$ cat src/rtl/dead_time_gen.sv
module dead_time_gen #(
  parameter int PHASES  = 3,
  parameter int GAP_W   = 4,
  parameter int FLOOR   = 2,
  parameter int DEF_GAP = 4,
  parameter int STR_W   = 2,
  parameter int DEF_STR = 2
) (
  input  logic              clk,
  input  logic              rst,
  input  logic              single_mode,
  input  logic              cfg_we,
  input  logic [GAP_W-1:0]  cfg_gap,
  input  logic [STR_W-1:0]  cfg_strength,
  input  logic [PHASES-1:0] pwm_in,
  input  logic [PHASES-1:0] hs_in,
  input  logic [PHASES-1:0] ls_in,
  output logic [PHASES-1:0] gate_hs,
  output logic [PHASES-1:0] gate_ls,
  output logic [STR_W-1:0]  drive_strength
);
  localparam int CNT_W = GAP_W + 1;

  logic [GAP_W-1:0] gap_q;
  logic [STR_W-1:0] str_q;
  logic [CNT_W-1:0] gap_ext, gap_eff;

  always_ff @(posedge clk) begin
    if (rst) begin
      gap_q <= GAP_W'(DEF_GAP);
      str_q <= STR_W'(DEF_STR);
    end else if (cfg_we) begin
      gap_q <= cfg_gap;
      str_q <= cfg_strength;
    end
  end

  assign drive_strength = str_q;
  assign gap_ext = {1'b0, gap_q};
  assign gap_eff = (single_mode && gap_ext > CNT_W'(FLOOR)) ? gap_ext : CNT_W'(FLOOR);

  for (genvar i = 0; i < PHASES; i++) begin : g_ph
    logic             want_h, want_l, held_h, held_l, hs_q, ls_q;
    logic [CNT_W-1:0] cnt;

    assign want_h = single_mode ?  pwm_in[i] : (hs_in[i] & ~ls_in[i]);
    assign want_l = single_mode ? ~pwm_in[i] : (ls_in[i] & ~hs_in[i]);

    always_ff @(posedge clk) begin
      if (rst) begin
        {held_h, held_l, hs_q, ls_q} <= '0;
        cnt <= '0;
      end else if ({want_h, want_l} != {held_h, held_l}) begin
        {held_h, held_l} <= {want_h, want_l};
        {hs_q, ls_q}     <= 2'b00;
        cnt              <= CNT_W'(1);
      end else if (cnt < gap_eff) begin
        cnt <= cnt + CNT_W'(1);
      end else begin
        hs_q <= held_h;
        ls_q <= held_l;
      end
    end

    assign gate_hs[i] = hs_q;
    assign gate_ls[i] = ls_q;

    // the two switches of a phase never conduct together
    a_r9_no_overlap: assert property (@(posedge clk) disable iff (rst)
      !(gate_hs[i] && gate_ls[i]));

    // any single-line edge clears both enables next cycle
    a_r3_break_first: assert property (@(posedge clk) disable iff (rst)
      (single_mode && $past(single_mode) && pwm_in[i] != $past(pwm_in[i]))
      |=> (!gate_hs[i] && !gate_ls[i]));

    // a turn-on is preceded by at least two off cycles of the other side
    a_r5_floor_hs: assert property (@(posedge clk) disable iff (rst)
      $rose(gate_hs[i]) |-> (!$past(gate_ls[i]) && !$past(gate_ls[i], 2)));
    a_r5_floor_ls: assert property (@(posedge clk) disable iff (rst)
      $rose(gate_ls[i]) |-> (!$past(gate_hs[i]) && !$past(gate_hs[i], 2)));

    // conflicting individual requests keep the phase dark
    a_r8_conflict_off: assert property (@(posedge clk) disable iff (rst)
      (!single_mode && hs_in[i] && ls_in[i]) |=> (!gate_hs[i] && !gate_ls[i]));
  end

  // reset clears the gates and restores the strength code
  a_r1_reset: assert property (@(posedge clk)
    rst |=> (gate_hs == '0 && gate_ls == '0 && drive_strength == STR_W'(DEF_STR)));

  // the strength code only moves on a write
  a_r2_strength_hold: assert property (@(posedge clk) disable iff (rst)
    (!cfg_we && !rst) |=> $stable(drive_strength));
endmodule

$ cat config.mk
export PLATFORM = sky130hd
export DESIGN_NAME = dead_time_gen
export DESIGN_NICKNAME = d
export VERILOG_FILES = /design/src/rtl/dead_time_gen.sv
export SDC_FILE = /design/constraint.sdc
export NUM_CORES = 1
export LEC_CHECK = 0
export ABC_AREA = 1
export BUFFER_PORTS_ARGS = -buffer_cell sky130_fd_sc_hd__buf_2
export CAP_MARGIN = 40
export CORE_ASPECT_RATIO = 0.6
export CORE_MARGIN = 2
export CORE_UTILIZATION = 59
export CTS_BUF_LIST = sky130_fd_sc_hd__clkbuf_8
export DETAILED_ROUTE_END_ITERATION = 10
export PLACE_DENSITY = 0.82
export SYNTH_ARGS = -nofsm -noshare
export SYNTH_HDL_FRONTEND = slang
export SYNTH_SLANG_ARGS = --single-unit
$ cat constraint.sdc
create_clock -name clk -period 2.2 [get_ports clk]
set_input_delay 0.22 -clock clk [delete_from_list [all_inputs] [get_ports clk]]
set_output_delay 0.22 -clock clk [all_outputs]
set_load 0.02 [all_outputs]
==> qor.csv <==
metric;value;unit
static leakage;1.027;nW
synthesized instance count;265;
nets@finish;319;
CP Launch Type;register;
crit share post-route;91.83;%
first-pass GRT wire length;6.341;mm
area grow syn2layout;12.20;%
Main synth FF type;dfxtp_1;
WS Path Type;reg -> reg;
EDFF count, synth;0;
via count;1670;
Synth Net Count;293;
mapped cell area;0.001908;mm²
DR iter-0 viols;92;
RePlAce Congestion;0.8694;
Synth Warn #;0;
relative slew slack;81.97;%
clock tree root driver cell;clkbuf_8;
Slew @ Worst Pin;0.2702;ns
die span in x;77.42;µm
CTS sink cnt;33;
Worst Hold Path EP;drive_strength[1];
initial antenna violation count;0;
FFs w/ async S/R, synth;0;%
largest cells by area after synthesis;dfxtp_1, nand2_1, a21oi_1;
Worst Path Arrival;2.19;ns
Worst Setup End Kind;register;
vias in the first global route;1456;
Max VDD drop;0.0004410;V
final hold vios;0;
first-pass detailed-route iteration total;4;
gr busiest metal;met2;
Max Clock Skew;0.003976;ns
Crit Path Max Fanout;7;
CTS Buf Count;5;
Cell Pwr Density;659.5;mW/mm²
WHS Path Cells;3;
Synth top cells by count;nand2_1, dfxtp_1, nor2_1, a21oi_1, inv_1;
Clock Latency Late Sink;0.29;ns
Yosys top cell area share;34.62;%
antenna viol nets, final;0;
Final min period;2.020;ns
DP HPWL;2.886;mm
post-route cell area;0.002141;mm²
clock buffer depth;2;
CTS Hold Buffers Added;0;
Avg Cell Area, Syn;7.200;µm²
Diodes inserted;0;
DRC Markers;0;
die area;0.003720;mm²
die height;48.05;µm
Yosys top cell by area;dfxtp_1;
Starting Density;64.35;%
# IOs;27;
Reg2Reg Setup Slack;0.18;ns
HP Start;cfg_strength[1];
pin count of the biggest net entering global routing;12;
FF-to-FF path depth;12;
cell with the most instances after synthesis;nand2_1;
Cell Area, Placed;0.002034;mm²
vias per inst;5.000;
outcome;finished, final reports clean;
post-DR wirelength/cell;11.32;µm
met2 Use GR;37.22;%
CTS clk-pin slew, worst paths;0.07;ns
Buffers on Ports;26;
H-tree Lvls;2;
Yosys cell types;21;
Hold Crit Class;in -> reg;
met3 Usage GRT;6.226;%
Worst Path Required;2.37;ns
cell row count;15;
met1 usage;30.22;%
global router's overall resource usage;22.89;%
RR Endpoint;g_ph[0].cnt[0];
layout cells sized above 1;18.84;%
WL final;3.781;mm
Slew Limit Fails;0;
reg2reg start;gap_q[0];
Seq/Total Area, Yosys;34.62;%
CORE AREA;0.002965;mm²
Pwr Total;1.412;mW
final setup vio count;0;
total congestion overflow;0;
CTS tree;yes;
fmax;0.4950;GHz
FF+latch count, synth;33;
number of max-cap violations;0;
-- repair_timing --
action                     CTS  global route
gates resized for setup      0             2
setup endpoints to repair    0             4
buffers inserted             0             0
-- worst max-delay path by stage --
| stage | from | end | slack, ns | depth (start not counted) |
|---|---|---|---|---|
| floorplan | gap_q[0] | g_ph[0].cnt[0] | 0.47 | 11 |
| finish | gap_q[0] | g_ph[0].cnt[0] | 0.18 | 12 |
| CTS | gap_q[0] | g_ph[0].ls_q | 0.25 | 10 |
| global placement | gap_q[0] | g_ph[0].cnt[0] | 0.34 | 11 |
| detailed placement | gap_q[0] | g_ph[0].cnt[3] | 0.27 | 10 |
| global route | gap_q[0] | g_ph[2].ls_q | -0.06 | 10 |
-- registers in the layout, indices dropped and copies added (netlist names) --
| signal | count |
|---|---|
| g_ph.cnt | 15 |
| drive_strength | 2 |
| gap_q | 4 |
| g_ph.held_h | 3 |
| g_ph.held_l | 3 |
| g_ph.ls_q | 3 |
| g_ph.hs_q | 3 |
-- power breakdown --
group	switching [mW]	internal, mW	leakage [nW]
combinational	0.171	0.0891	0.703
sequential	0.0259	0.625	0.270
clock	0.219	0.283	0.0542
total	0.416	0.996	1.03
-- logic make-up after synthesis --
| logic type | share of synthesized area (%) |
|---|---|
| AO/OA/AOI/OAI | 9.836 |
| buffers and inverters | 9.049 |
| AND/OR/NAND/NOR | 34.62 |
| flip-flops | 34.62 |
| adder cells (fa/ha/maj) | 5.902 |
| XOR/XNOR | 5.967 |
-- routing by layer --
layer | up-vias | wire [µm]
met5 | - | 0
met4 | 0 | 47
met3 | 7 | 204
met2 | 35 | 1600
met1 | 729 | 1928
li1 | 899 | -
-- cell usage in the layout (no fill, tap or decap), types with 2 or more instances in the layout --
cell       n
a21oi_1   25
buf_2     26
clkbuf_8   7
dfxtp_1   33
ha_1       9
inv_1     25
inv_2      4
nand2_1   70
nand2_2    2
nand3_1   16
nand4_1    6
nand4_4    3
nor2_1    29
nor2_2     6
nor2_4     3
o21ai_0    5
o21ai_1    3
o21bai_1   3
xnor2_1    3
xor2_1    10
-- layout make-up --
| cell class | instances | area [µm²] |
|---|---|---|
| timing repair buffer | 27 | 137.6 |
| inverter | 29 | 108.9 |
| clock inverter | 1 | 5.005 |
| multi-input combinational | 195 | 1080 |
| clock buffer | 7 | 96.34 |
| tap | 42 | 52.55 |
| sequential | 33 | 660.6 |
| fill | 270 | 824.5 |
-- worst max-delay path: stages (launching register included) --
cell and delay (ns):
dfxtp_1 0.40, nand2_1 0.09, a21oi_1 0.24, nand2_1 0.16
ha_1 0.30, nand3_1 0.13, inv_1 0.08, nand2_1 0.09
nor2_2 0.05, nor2_4 0.16, nor2_2 0.04, nor2_1 0.10
nor2_1 0.04
-- metrics by stage --
step                      setup TNS (ns)  util (%)  hold WS [ns]  setup slack (ns)  std cells
after floorplan                        0         -        0.3312            0.4710        265
after global placement                 0     68.61        0.4369            0.3395        326
after detailed placement               0     68.61        0.4371            0.2721        326
after CTS                              0     72.03        0.1379            0.2452        334
after global routing             -0.1853     72.19        0.1645          -0.05792        334
final                                  0     72.19        0.1375            0.1798        334
Power figures use the tool's default switching activity.
